<file path="src/rtl/bpt_pkg.sv">
package bpt_pkg;
  localparam int RAS_MIN_W = 6;
  localparam int WR2PRE_W  = 7;
  localparam int RAS_MAX_W = 7;
  localparam int TICK_W    = 10;
  localparam int OPEN_W    = RAS_MAX_W + 1;

  typedef struct packed {
    logic [RAS_MIN_W-1:0] ras_min;
    logic [WR2PRE_W-1:0]  wr2pre;
    logic [RAS_MAX_W-1:0] ras_max;
  } timing_cfg_t;
endpackage

</file>
<file path="src/rtl/bpt_prescaler.sv">
module bpt_prescaler #(
  parameter int W = 10
) (
  input  logic clk,
  input  logic rst_n,
  output logic tick
);
  logic [W-1:0] cnt;

  always_ff @(posedge clk) begin
    if (!rst_n) cnt <= '0;
    else        cnt <= cnt + 1'b1;
  end

  assign tick = &cnt;
endmodule

</file>
<file path="src/rtl/bpt_bank.sv">
module bpt_bank
  import bpt_pkg::*;
(
  input  logic        clk,
  input  logic        rst_n,
  input  logic        do_act,
  input  logic        do_wr,
  input  logic        do_pre,
  input  logic        tick,
  input  timing_cfg_t cfg,
  output logic        is_open,
  output logic        pre_ok,
  output logic        force_close
);
  localparam logic [RAS_MIN_W-1:0] ACT_SAT = '1;
  localparam logic [WR2PRE_W-1:0]  WR_SAT  = '1;

  logic                 open_q;
  logic [RAS_MIN_W-1:0] act_cnt;
  logic [WR2PRE_W-1:0]  wr_cnt;
  logic [OPEN_W-1:0]    open_cnt;
  logic [RAS_MAX_W-1:0] eff_max;
  logic                 expired;

  // zero limit is illegal; it behaves as one
  assign eff_max = (cfg.ras_max == '0) ? RAS_MAX_W'(1) : cfg.ras_max;
  assign expired = open_cnt > {1'b0, eff_max};

  always_ff @(posedge clk) begin
    if (!rst_n || do_pre) begin
      open_q   <= 1'b0;
      act_cnt  <= '0;
      wr_cnt   <= WR_SAT;
      open_cnt <= '0;
    end else if (do_act) begin
      open_q   <= 1'b1;
      act_cnt  <= '0;
      wr_cnt   <= WR_SAT;
      open_cnt <= '0;
    end else if (open_q) begin
      if (act_cnt != ACT_SAT) act_cnt <= act_cnt + 1'b1;
      if (do_wr)                 wr_cnt <= '0;
      else if (wr_cnt != WR_SAT) wr_cnt <= wr_cnt + 1'b1;
      if (tick && !expired) open_cnt <= open_cnt + 1'b1;
    end
  end

  assign is_open     = open_q;
  assign pre_ok      = !open_q || ((act_cnt >= cfg.ras_min) && (wr_cnt >= cfg.wr2pre));
  assign force_close = open_q && expired;
endmodule

</file>
<file path="src/rtl/bank_pre_tracker.sv">
module bank_pre_tracker
  import bpt_pkg::*;
#(
  parameter int NUM_BANKS = 8,
  parameter int BANK_W    = $clog2(NUM_BANKS)
) (
  input  logic                 clk,
  input  logic                 rst_n,
  input  logic                 act_vld,
  input  logic                 wr_vld,
  input  logic                 pre_vld,
  input  logic [BANK_W-1:0]    cmd_bank,
  input  logic [RAS_MIN_W-1:0] cfg_ras_min,
  input  logic [RAS_MAX_W-1:0] cfg_ras_max,
  input  logic [WR2PRE_W-1:0]  cfg_wr2pre,
  output logic [NUM_BANKS-1:0] pre_ok,
  output logic [NUM_BANKS-1:0] force_close,
  output logic                 wr_err
);
  timing_cfg_t          cfg;
  logic                 tick;
  logic [NUM_BANKS-1:0] bank_sel;
  logic [NUM_BANKS-1:0] bank_open;
  logic                 wr_miss;

  assign cfg.ras_min = cfg_ras_min;
  assign cfg.wr2pre  = cfg_wr2pre;
  assign cfg.ras_max = cfg_ras_max;

  bpt_prescaler #(.W(TICK_W)) u_presc (
    .clk  (clk),
    .rst_n(rst_n),
    .tick (tick)
  );

  for (genvar b = 0; b < NUM_BANKS; b++) begin : g_bank
    assign bank_sel[b] = (cmd_bank == BANK_W'(b));

    bpt_bank u_bank (
      .clk        (clk),
      .rst_n      (rst_n),
      .do_act     (act_vld && bank_sel[b]),
      .do_wr      (wr_vld  && bank_sel[b]),
      .do_pre     (pre_vld && bank_sel[b]),
      .tick       (tick),
      .cfg        (cfg),
      .is_open    (bank_open[b]),
      .pre_ok     (pre_ok[b]),
      .force_close(force_close[b])
    );
  end

  assign wr_miss = wr_vld && !act_vld && !pre_vld && ((bank_open & bank_sel) == '0);

  always_ff @(posedge clk) begin
    if (!rst_n) wr_err <= 1'b0;
    else        wr_err <= wr_miss;
  end
endmodule

</file>
<file path="config.mk">
export PLATFORM = sky130hd
export DESIGN_NAME = bank_pre_tracker
export DESIGN_NICKNAME = d
export VERILOG_FILES = /design/src/rtl/bpt_pkg.sv /design/src/rtl/bpt_prescaler.sv /design/src/rtl/bpt_bank.sv /design/src/rtl/bank_pre_tracker.sv
export SDC_FILE = /design/constraint.sdc
export NUM_CORES = 1
export LEC_CHECK = 0
export ABC_AREA = 1
export BUFFER_PORTS_ARGS = -buffer_cell sky130_fd_sc_hd__buf_2
export CAP_MARGIN = 20
export CORE_MARGIN = 2
export CORE_UTILIZATION = 31
export CTS_CLUSTER_SIZE = 8
export DETAILED_ROUTE_END_ITERATION = 7
export PLACE_DENSITY = 0.54
export REMOVE_ABC_BUFFERS = 1
export SYNTH_ARGS = -nofsm -noshare
export SYNTH_HDL_FRONTEND = slang
export SYNTH_HIERARCHICAL = 1
export SYNTH_SLANG_ARGS = --single-unit
</file>
<file path="constraint.sdc">
create_clock -name clk -period 3.71 [get_ports clk]
set_input_delay 0.1855 -clock clk [delete_from_list [all_inputs] [get_ports clk]]
set_output_delay 0.1855 -clock clk [all_outputs]
set_load 0.1 [all_outputs]
</file>
==> results.yml, run 1 <==
critical_path:
  r2r_slack_ns: 1.61
  path_common_cell: "nand2_1"
  r2r_start: "u_presc/cnt[0]"
  crit_family: "simple AND/OR/NAND/NOR gates"
  critical_path.max_fanout: 14
  crit_buf_inv: 3
  cp_slowest_stage_delay_ns: 0.48
  startpoint: "g_bank[4].u_bank/open_cnt[0]"
  slowest_stage: "buf_2"
  reg2regPathDepth: 10
  cp.arrival_ns: 2.50
  r2r-end: "g_bank[7].u_bank/open_cnt[1]"
  critPathCaptureType: "primary output"
  crit_type: "flop to primary output"
  crit_chain: "inv_1 > ha_1 > inv_1 > nand2_1 > nand2_1 > nand2_1 > nand2_1 > nand2_1 > nand2_1 > nand2_2 > nor2_1 > buf_2"
  startpoint_type: "flop"
  cp.required_ns: 3.52
layout:
  drive_gt1_share_pct: 9.248
  postLayoutCellArea_mm2: 0.01586
  mostFrequentLayoutCells: "inv_1 (457), nand2_1 (400), nor2_1 (228), dfxtp_1 (187), ha_1 (185)"
  nFillCells: 4878
  area_growth_pct: 9.543
  fin_nets: 2397
  layout_commonest_cell: "inv_1"
die:
  fp.dieW_um: 220.1
  die_h_um: 220.1
  core_area_mm2: 0.04636
  rows: 79
  die_area_mm2: 0.04844
  pin_count: 45
  start_util_pct: 31.22
placement:
  port_buffers: 44
  dpl-instance-area_mm2: 0.01529
  hpwl_mm: 27.49
  pre_cts_ws_ns: 1.143
  globalplace.congestion: 0.8049
clock_network:
  numCtsBuffers: 17
  postCtsSetupRepairBufs: 0
  cts_sinks: 187
  clk_pin_slew_ns: 0.08
  clockBufferDepth: 2
  htree_num_levels: 4
  clk_latency_ns: 0.48
  root_buffer: "clkbuf_16"
  cts-resized-gates: 0
  cts_tree: "yes"
  holdBufCountCts: 0
hold_path:
  hold_end: "u_presc/cnt[1]"
  worst_hold_path_type: "input port to flop"
  hp-start: "rst_n"
  hold_path_depth: 3
synth:
  synth_largest_area_cell: "dfxtp_1"
  synth_area_per_cell_um2: 6.736
  synth_ff_type: "dfxtp_1"
  yosysSeqAreaShare_pct: 25.86
  synthArstFlopShare_pct: 0
  synthCells: 2149
  synthTopCellsByArea: "dfxtp_1 (26%), ha_1 (16%), inv_1 (12%), nand2_1 (10%), nor2_1 (5.9%)"
  ys_seq_elements: 187
  synth_top_cell_area_share_pct: 25.86
  yosys.cell_types.count: 35
  synth-edff-count: 0
  synthesis.area_mm2: 0.01448
  yosysWarnings: 6
power_and_ir_drop:
  power.density_mw_per_mm2: 276.8
  fin_total_pwr_mw: 4.389
  worst_ir_drop_vdd_mv: 0.2026
  p_leak_nw: 7.924
timing:
  max_clock_freq_mhz: 372.7
  worst_clock_skew_ns: 0.01638
  finalSetupViolCount: 0
  fin_ws_ns: 1.027
  slew_headroom_pct: 40.19
  drv_slew: 0
  finalCritPeriodShare_pct: 72.32
  hold_violations: 0
  worst_pin_slew_ns: 0.8963
  finalCriticalPeriod_ns: 2.683
  whs_ns: 0.1087
  rsz0062_at_grt: "false"
route:
  post_drt_wl_per_cell_um: 12.87
  firstDrtPassIters: 5
  routed_wl_mm: 36.08
  ant_nets: 0
  detail_route.vias_per_cell: 4.726
  vias: 13250
  route.detailed.drc: 0
  drt-initial-drc-count: 700
global_route:
  grt_start_max_net_pins: 105
  grt_pass1_wl_mm: 60.44
  grt.overflow.total: 0
  grt_antenna_before_repair: 3
  grtUsageTotal_pct: 15.56
  grt_pass1_vias: 12520
flow_run:
  cap_violations: 0
outcome:
  outcome: "finished, final reports clean"
-- flip-flops by register name, indices dropped and copies added (netlist names) --
signal and cells:
g_bank.u_bank/act_cnt 48, g_bank.u_bank/is_open 8, g_bank.u_bank/open_cnt 64, g_bank.u_bank/wr_cnt 56, u_presc/cnt 10, wr_err 1
-- tightest hold or removal path, cell delays in order --
cell and delay, ns:
buf_2 0.22, nand2_1 0.10, inv_1 0.03
-- where the power goes --
| group | internal [mW] | leakage (nW) | switching, mW |
|---|---|---|---|
| Clock | 0.935 | 0.269 | 0.894 |
| Combinational | 0.161 | 6.14 | 0.352 |
| Sequential | 2.02 | 1.51 | 0.0268 |
-- Yosys cell counts, types with 9 or more instances --
library cell  instances
a21oi_1              94
a21oi_2              24
and3_1               16
buf_2                24
buf_6                 9
dfxtp_1             187
ha_1                185
inv_1               457
inv_2                18
nand2_1             400
nand2_2              26
nand3_1             115
nand3_2               9
nand4_1              97
nor2_1              229
nor2_2                9
nor3_1               34
nor3_2               17
nor4_1               16
o2111ai_1            16
o211ai_1             24
o21ai_0              66
xor2_1               16
-- layout make-up --
cell class                 count  area, µm²  area share [%]
multi-input combinational   1451       8716           54.97
sequential                   187       3744           23.61
inverter                     476       1789           11.28
tap                          607      759.5           4.790
clock buffer                  17      425.4           2.683
timing repair buffer          51      285.3           1.799
clock inverter                13      135.1          0.8522
antenna                        1      2.502         0.01578
-- cell families after synthesis --
family | Yosys count | synth area share [%]
simple gates | 993 | 32.29
buf+inv | 511 | 13.98
xor+xnor | 24 | 1.452
flops | 187 | 25.86
fa+ha+maj | 185 | 15.99
compound gates | 249 | 10.42
-- through the flow --
stage | TNS [ns] | util [%] | cells
2_1_floorplan | -113.12 | - | 2114
3_3_place_gp | 0 | 32.99 | 2772
3_5_place_dp | 0 | 32.99 | 2772
4_1_cts | 0 | 34.20 | 2802
5_1_grt | 0 | 34.20 | 2803
6_report | 0 | 34.20 | 2803
-- worst max path at each step --
stage,end,cells after the start
3_5_place_dp,force_close[4],14
2_1_floorplan,g_bank[0].u_bank/open_cnt[0],9
4_1_cts,force_close[4],12
5_1_grt,force_close[4],12
3_3_place_gp,force_close[4],14
6_report,force_close[4],12
-- metal layers --
layer  global-route usage (%)  up-vias  part of all wire [%]
li1                         -     7020                     -
met1                    19.43     5998                    48
met2                    26.29      181                    46
met3                    3.823       45                   4.2
met4                    4.787        4                   1.9
met5                        0        -                 0.064
(Power assumes the default switching activity.)
==> run 2: changes to the inputs <==
- PLACE_DENSITY: 0.54 -> 0.56
- clock period: 3.71 -> 2.2 ns (I/O delays scaled with it)
==> run 2 against run 1 <==
  * Clock skew decreased by 0.0039 ns
  * Non-clock buffer count increased by 34
  * Total power increased by 73%
  * Combinational power rose by 80%
  * Critical path depth down 3
  * Utilization grew 1.5 points
  * Critical endpoint is now pre_ok[4]
  * Largest cell class unchanged
==> results.yml, run 2 (synthesized netlist as in run 1, its figures left out) <==
outcome:
  outcome: "finished, final reports clean"
layout:
  regArea_mm2: 0.003766
  regMostFlops: "g_bank.u_bank/open_cnt"
  mostFrequentLayoutCells: "inv_1 (457), nand2_1 (393), nor2_1 (220), ha_1 (184), dfxtp_1 (169)"
  reg_top3: "g_bank.u_bank/open_cnt (64), g_bank.u_bank/wr_cnt (56), g_bank.u_bank/act_cnt (48)"
  postLayoutCellArea_mm2: 0.01656
  post-route-util_pct: 35.72
  multi_input_area_mm2: 0.008842
  layout_commonest_cell: "inv_1"
  nFillCells: 4832
  largest_reg_flops: 64
  final_cells: 2839
  fin_nets: 2431
  area_growth_pct: 14.38
  drive_gt1_share_pct: 12.33
critical_path:
  crit_type: "flop to primary output"
  cp.arrival_ns: 1.98
  startpoint_type: "flop"
  cp.required_ns: 2.09
  critical_path.max_fanout: 4
  critPathCaptureType: "primary output"
  slowest_stage: "dfxtp_1"
  reg2regPathDepth: 10
  cp_slowest_stage_delay_ns: 0.39
  path_common_cell: "nand2_1"
  crit_chain: "inv_1 > ha_1 > nand2_1 > nor2_1 > nand4_1 > o2111ai_1 > nand2_1 > nand2_1 > buf_12"
clock_network:
  numCtsBuffers: 17
  clockBufferDepth: 2
  cts_sinks: 187
  clk_latency_ns: 0.46
  cts_tree: "yes"
  clk_pin_slew_ns: 0.08
  root_buffer: "clkbuf_16"
  htree_num_levels: 4
placement:
  globalplace.congestion: 0.8468
  dpl-instance-area_mm2: 0.01575
  port_buffers: 44
  hpwl_mm: 28.05
  post-place-cells: 2799
power_and_ir_drop:
  switching_share_pct: 29.36
  power_frac_seq_pct: 45.3
  p_leak_nw: 8.205
  power.density_mw_per_mm2: 458.1
  worst_ir_drop_vdd_mv: 0.4727
  power.internal_mw: 5.358
  p_switching_mw: 2.227
  p_clk_share_pct: 42.5
  comb_power_share_pct: 12.2
  fin_total_pwr_mw: 7.585
timing:
  finalCriticalPeriod_ns: 2.087
  slew_headroom_pct: 67.91
  worst_pin_slew_ns: 0.4846
  finalCritPeriodShare_pct: 94.87
  rsz0062_at_grt: "true"
  hold_violations: 0
  finalSetupViolCount: 0
  worst_clock_skew_ns: 0.01248
  drv_slew: 0
  whs_ns: 0.06774
  max_clock_freq_mhz: 479.1
route:
  vias: 13440
  drt-initial-drc-count: 857
  ant_nets: 0
  post_drt_wl_per_cell_um: 12.79
  firstDrtPassIters: 5
  route.detailed.drc: 0
  routed_wl_mm: 36.30
  detail_route.vias_per_cell: 4.732
die:
  die_area_mm2: 0.04844
  die_h_um: 220.1
  core_area_mm2: 0.04636
  pin_count: 45
  start_util_pct: 31.22
  rows: 79
  fp.dieW_um: 220.1
global_route:
  grt_antenna_before_repair: 3
  grt_pass1_wl_mm: 60.30
  grt_start_max_net_pins: 56
  grtUsageTotal_pct: 15.40
  grt.overflow.total: 0
  grt_pass1_vias: 12800
flow_run:
  cap_violations: 0
hold_path:
  hold_path_depth: 3
  worst_hold_path_type: "input port to flop"
-- run 2: cell count changes in the layout (fill, tap and decap cells not counted), sizes merged --
| cell | delta |
|---|---|
| inv | +4 |
| clkbuf | +2 |
| clkinv | -4 |
| clkinvlp | +1 |
| buf | +33 |
-- run 2: worst max-delay path, delay by kind of cell (launching register included) --
kind / cells / cell delay, ns
DFF: 1 / 0.39
and+or+nand+nor: 5 / 0.42
AOI/OAI and AO/OA: 1 / 0.14
buffers and inverters: 2 / 0.29
adders and majority gates: 1 / 0.29
-- run 2: worst paths after layout --
check	start	to	slack (ns)
max reg2reg	u_presc/cnt[0]	g_bank[6].u_bank/open_cnt[1]	0.28
min reg2reg	u_presc/cnt[0]	u_presc/cnt[0]	0.46
max	g_bank[4].u_bank/wr_cnt[0]	pre_ok[4]	0.11
min	rst_n	u_presc/cnt[1]	0.07
-- run 2: power groups by stage --
stage	sequential [mW]	clock (mW)	combinational (mW)
detailed placement	3.52	0	0.917
global placement	3.52	0	0.888
floorplan	3.52	0	0.576
finish	3.44	3.22	0.924
CTS	3.44	3.34	0.924
global route	3.44	3.46	1.06
-- run 2: layout make-up --
type,count,share of cell area [%]
antenna,1,0.01511
clock buffer,18,2.652
clock inverter,14,0.8917
inverter,476,10.81
multi-input combinational,1451,53.40
sequential,187,22.75
tap,607,4.587
timing repair buffer,85,4.897
-- run 2: per-stage QoR --
step / TNS (ns) / worst slack [ns]
floorplan: -211.78 / -3.486
global placement: 0 / 0.1085
detailed placement: 0 / 0.1127
CTS: 0 / 0.007763
global route: -0.06415 / -0.04920
finish: 0 / 0.1129
-- run 2: what timing repair did --
item                                    CTS  global route
hold buffers                              0             0
pin swaps                                 0             6
resized for setup                         9            44
cloned                                    0             1
endpoints found under the setup margin    6            17
setup buffers                             0             6
-- run 2: layer usage --
layer,vias up,track usage [%],share of wire (%)
li1,7099,-,-
met3,51,3.202,4.7
met1,6053,19.25,47
met4,4,4.765,2.1
met5,-,0,0.063
met2,228,26.43,46
==> run 3: changes to the inputs <==
- ABC_AREA: 1 -> unset
==> run 3 against run 2 <==
  * The run now ends with negative setup slack left
  * Sequential share of layout area about the same
  * Total power increased by 4.9%
  * Clock power grew 7.5%
  * Critical path depth fell by 2
  * Via count shrank 11%
  * Clock-buffer cell count up 1
  * Highest routed layer is now met4
  * Global-route usage is 1.9 points higher
  * Synthesized cell count fell by 26%
  * Combinational power increased by 17%
==> results.yml, run 3 <==
timing:
  hold_violations: 0
  slew_headroom_pct: 52.20
  worst_pin_slew_ns: 0.7093
  max_clock_freq_mhz: 449.4
  finalCriticalPeriod_ns: 2.225
  fin_ws_ns: -0.02520
  drv_slew: 0
  rsz0062_at_grt: "true"
  worst_clock_skew_ns: 0.01141
  finalCritPeriodShare_pct: 101.1
  whs_ns: 0.09252
  finalSetupViolCount: 4
hold_path:
  hold_end: "g_bank[5].u_bank/is_open"
  hp-start: "rst_n"
  worst_hold_path_type: "input port to flop"
  hold_path_depth: 3
power_and_ir_drop:
  worst_ir_drop_vdd_mv: 0.4702
  p_leak_nw: 7.713
  switching_share_pct: 26.99
  p_switching_mw: 2.148
  power.internal_mw: 5.810
  comb_power_share_pct: 13.6
  p_clk_share_pct: 43.5
  power_frac_seq_pct: 43.0
  power.density_mw_per_mm2: 472.1
placement:
  post-place-cells: 2233
  globalplace.congestion: 0.8465
  dpl-instance-area_mm2: 0.01487
  port_buffers: 44
  hpwl_mm: 26.62
  pre_cts_ws_ns: -0.1381
global_route:
  grtUsageTotal_pct: 17.28
  grt_pass1_vias: 11710
  grt.overflow.total: 0
  grt_start_max_net_pins: 17
  grt_pass1_wl_mm: 60.91
  grt_antenna_before_repair: 1
clock_network:
  cts_tree: "yes"
  clk_latency_ns: 0.45
  root_buffer: "clkbuf_16"
  htree_num_levels: 4
  clk_pin_slew_ns: 0.07
  cts_sinks: 187
  clockBufferDepth: 2
  numCtsBuffers: 17
outcome:
  violations: "negative setup slack"
  outcome: "finished, violations left"
route:
  firstDrtPassIters: 5
  dr.max_layer_used: "met4"
  vias: 11970
  drt-initial-drc-count: 730
  wl_met2_mm: 17.44
  routed_wl_mm: 37.53
  wl_met1_mm: 18.26
  ant_nets: 0
  route.met3.wl_mm: 1.405
  post_drt_wl_per_cell_um: 16.25
  detail_route.vias_per_cell: 5.183
  route.detailed.drc: 0
synth:
  synth_commonest_cells: "inv_1 (192), dfxtp_1 (187), ha_1 (185)"
  ys_seq_elements: 187
  synth_area_per_cell_um2: 8.312
  synth_largest_area_cell: "dfxtp_1"
  yosys.cell_types.count: 58
  synth_most_common_cell: "inv_1"
  synth_ff_type: "dfxtp_1"
  synth_top_cell_area_share_pct: 28.51
  synthCells: 1580
  synthesis.area_mm2: 0.01313
  yosysSeqAreaShare_pct: 28.51
  yosysWarnings: 6
  synthTopCellsByArea: "dfxtp_1 (29%), ha_1 (18%), inv_1 (5.5%), nor2_1 (4.3%), nand3_1 (3.0%)"
  synth-edff-count: 0
  synthArstFlopShare_pct: 0
critical_path:
  cp.arrival_ns: 2.12
  crit_chain: "ha_4 > nand4b_4 > buf_6 > a21o_1 > a211oi_2 > buf_4 > buf_12"
  startpoint_type: "flop"
  critical_path.max_fanout: 4
  reg2regPathDepth: 7
  r2r_slack_ns: 0.14
  slowest_stage: "dfxtp_4"
  critPathCaptureType: "primary output"
  r2r_start: "u_presc/cnt[1]"
  cp.required_ns: 2.09
  r2r-end: "g_bank[2].u_bank/open_cnt[4]"
  crit_type: "flop to primary output"
  cp_slowest_stage_delay_ns: 0.36
die:
  start_util_pct: 31.38
  die_area_mm2: 0.04403
  die_h_um: 209.8
  core_area_mm2: 0.04185
  rows: 75
  pin_count: 45
  fp.dieW_um: 209.8
layout:
  nFillCells: 4130
  postLayoutCellArea_mm2: 0.01685
  final_cells: 2309
  drive_gt1_share_pct: 24.70
  mostFrequentLayoutCells: "inv_1 (181), ha_1 (153), nor2_1 (149), dfxtp_1 (136), buf_4 (125)"
  area_growth_pct: 28.34
  largest_reg_flops: 64
  reg_top3: "g_bank.u_bank/open_cnt (64), g_bank.u_bank/wr_cnt (56), g_bank.u_bank/act_cnt (48)"
  regArea_mm2: 0.003832
  layout_commonest_cell: "inv_1"
  regMostFlops: "g_bank.u_bank/open_cnt"
  fin_nets: 1969
  multi_input_area_mm2: 0.009360
flow_run:
  cap_violations: 0
==> run 3: cell type report <==
| type | instances | area share [%] |
|---|---|---|
| clock buffer | 19 | 2.687 |
| tap | 539 | 4.001 |
| clock inverter | 13 | 1.114 |
| multi-input combinational | 1175 | 55.53 |
| sequential | 187 | 22.74 |
| antenna | 1 | 0.01485 |
| timing repair buffer | 183 | 9.636 |
| inverter | 192 | 4.276 |
==> run 3: power groups by stage <==
stage | Combinational [mW] | Clock, mW | Sequential, mW
6_report | 1.08 | 3.46 | 3.42
4_1_cts | 1.00 | 3.55 | 3.42
2_1_floorplan | 0.511 | 0 | 3.52
3_3_place_gp | 0.875 | 0 | 3.51
3_5_place_dp | 0.901 | 0 | 3.51
5_1_grt | 1.19 | 3.67 | 3.42
==> run 3: kinds of logic after synthesis <==
logic type      count (synthesis)  share of synthesized area (%)
mux                            35                          2.668
xor+xnor                       71                          4.735
compound gates                342                          18.80
buf+inv                       218                          6.374
flops                         187                          28.51
simple gates                  542                          21.29
fa+ha+maj                     185                          17.63
==> run 3: worst max path at each step <==
| stage | start | endpoint | depth (start not counted) | slack, ns |
|---|---|---|---|---|
| 2_1_floorplan | g_bank[0].u_bank/open_cnt[1] | force_close[0] | 5 | -1.19 |
| 3_3_place_gp | cfg_ras_max[1] | force_close[6] | 11 | -0.11 |
| 3_5_place_dp | cfg_ras_max[1] | force_close[6] | 11 | -0.14 |
| 4_1_cts | g_bank[1].u_bank/wr_cnt[0] | pre_ok[1] | 8 | -0.06 |
| 5_1_grt | g_bank[5].u_bank/wr_cnt[0] | pre_ok[5] | 10 | -0.11 |
| 6_report | g_bank[0].u_bank/open_cnt[6] | force_close[0] | 7 | -0.03 |
==> run 3: metal layers <==
layer,global-route usage (%),up-vias
met5,0,-
li1,-,5974
met4,3.815,0
met3,2.604,32
met1,23.46,5764
met2,28.96,197
==> run 3: timing repair <==
item | 4_1_cts | 5_1_grt
pin swaps | 51 | 69
hold endpoints to repair | 1 | 0
gates cloned | 0 | 0
endpoints found under the setup margin | 16 | 37
setup buffers | 28 | 14
gates resized for setup | 133 | 91
hold buffers | 2 | 0
==> run 3: critical path: cells and delay by family, from the launching register on <==
family                     cells  cell delay (ns)
DFF                            1             0.36
adders and majority gates      1             0.28
and+or+nand+nor                1             0.13
AOI/OAI and AO/OA              2             0.41
buffers and inverters          3             0.49
==> run 3: metrics by stage <==
stage               utilization (%)  setup TNS (ns)  power (mW)
floorplan                         -          -10.03       4.027
global placement              35.52         -0.1270       4.386
detailed placement            35.52         -0.2195       4.413
CTS                           39.00         -0.1596       7.973
global route                  40.27         -0.9047       8.287
finish                        40.27        -0.05800       7.958
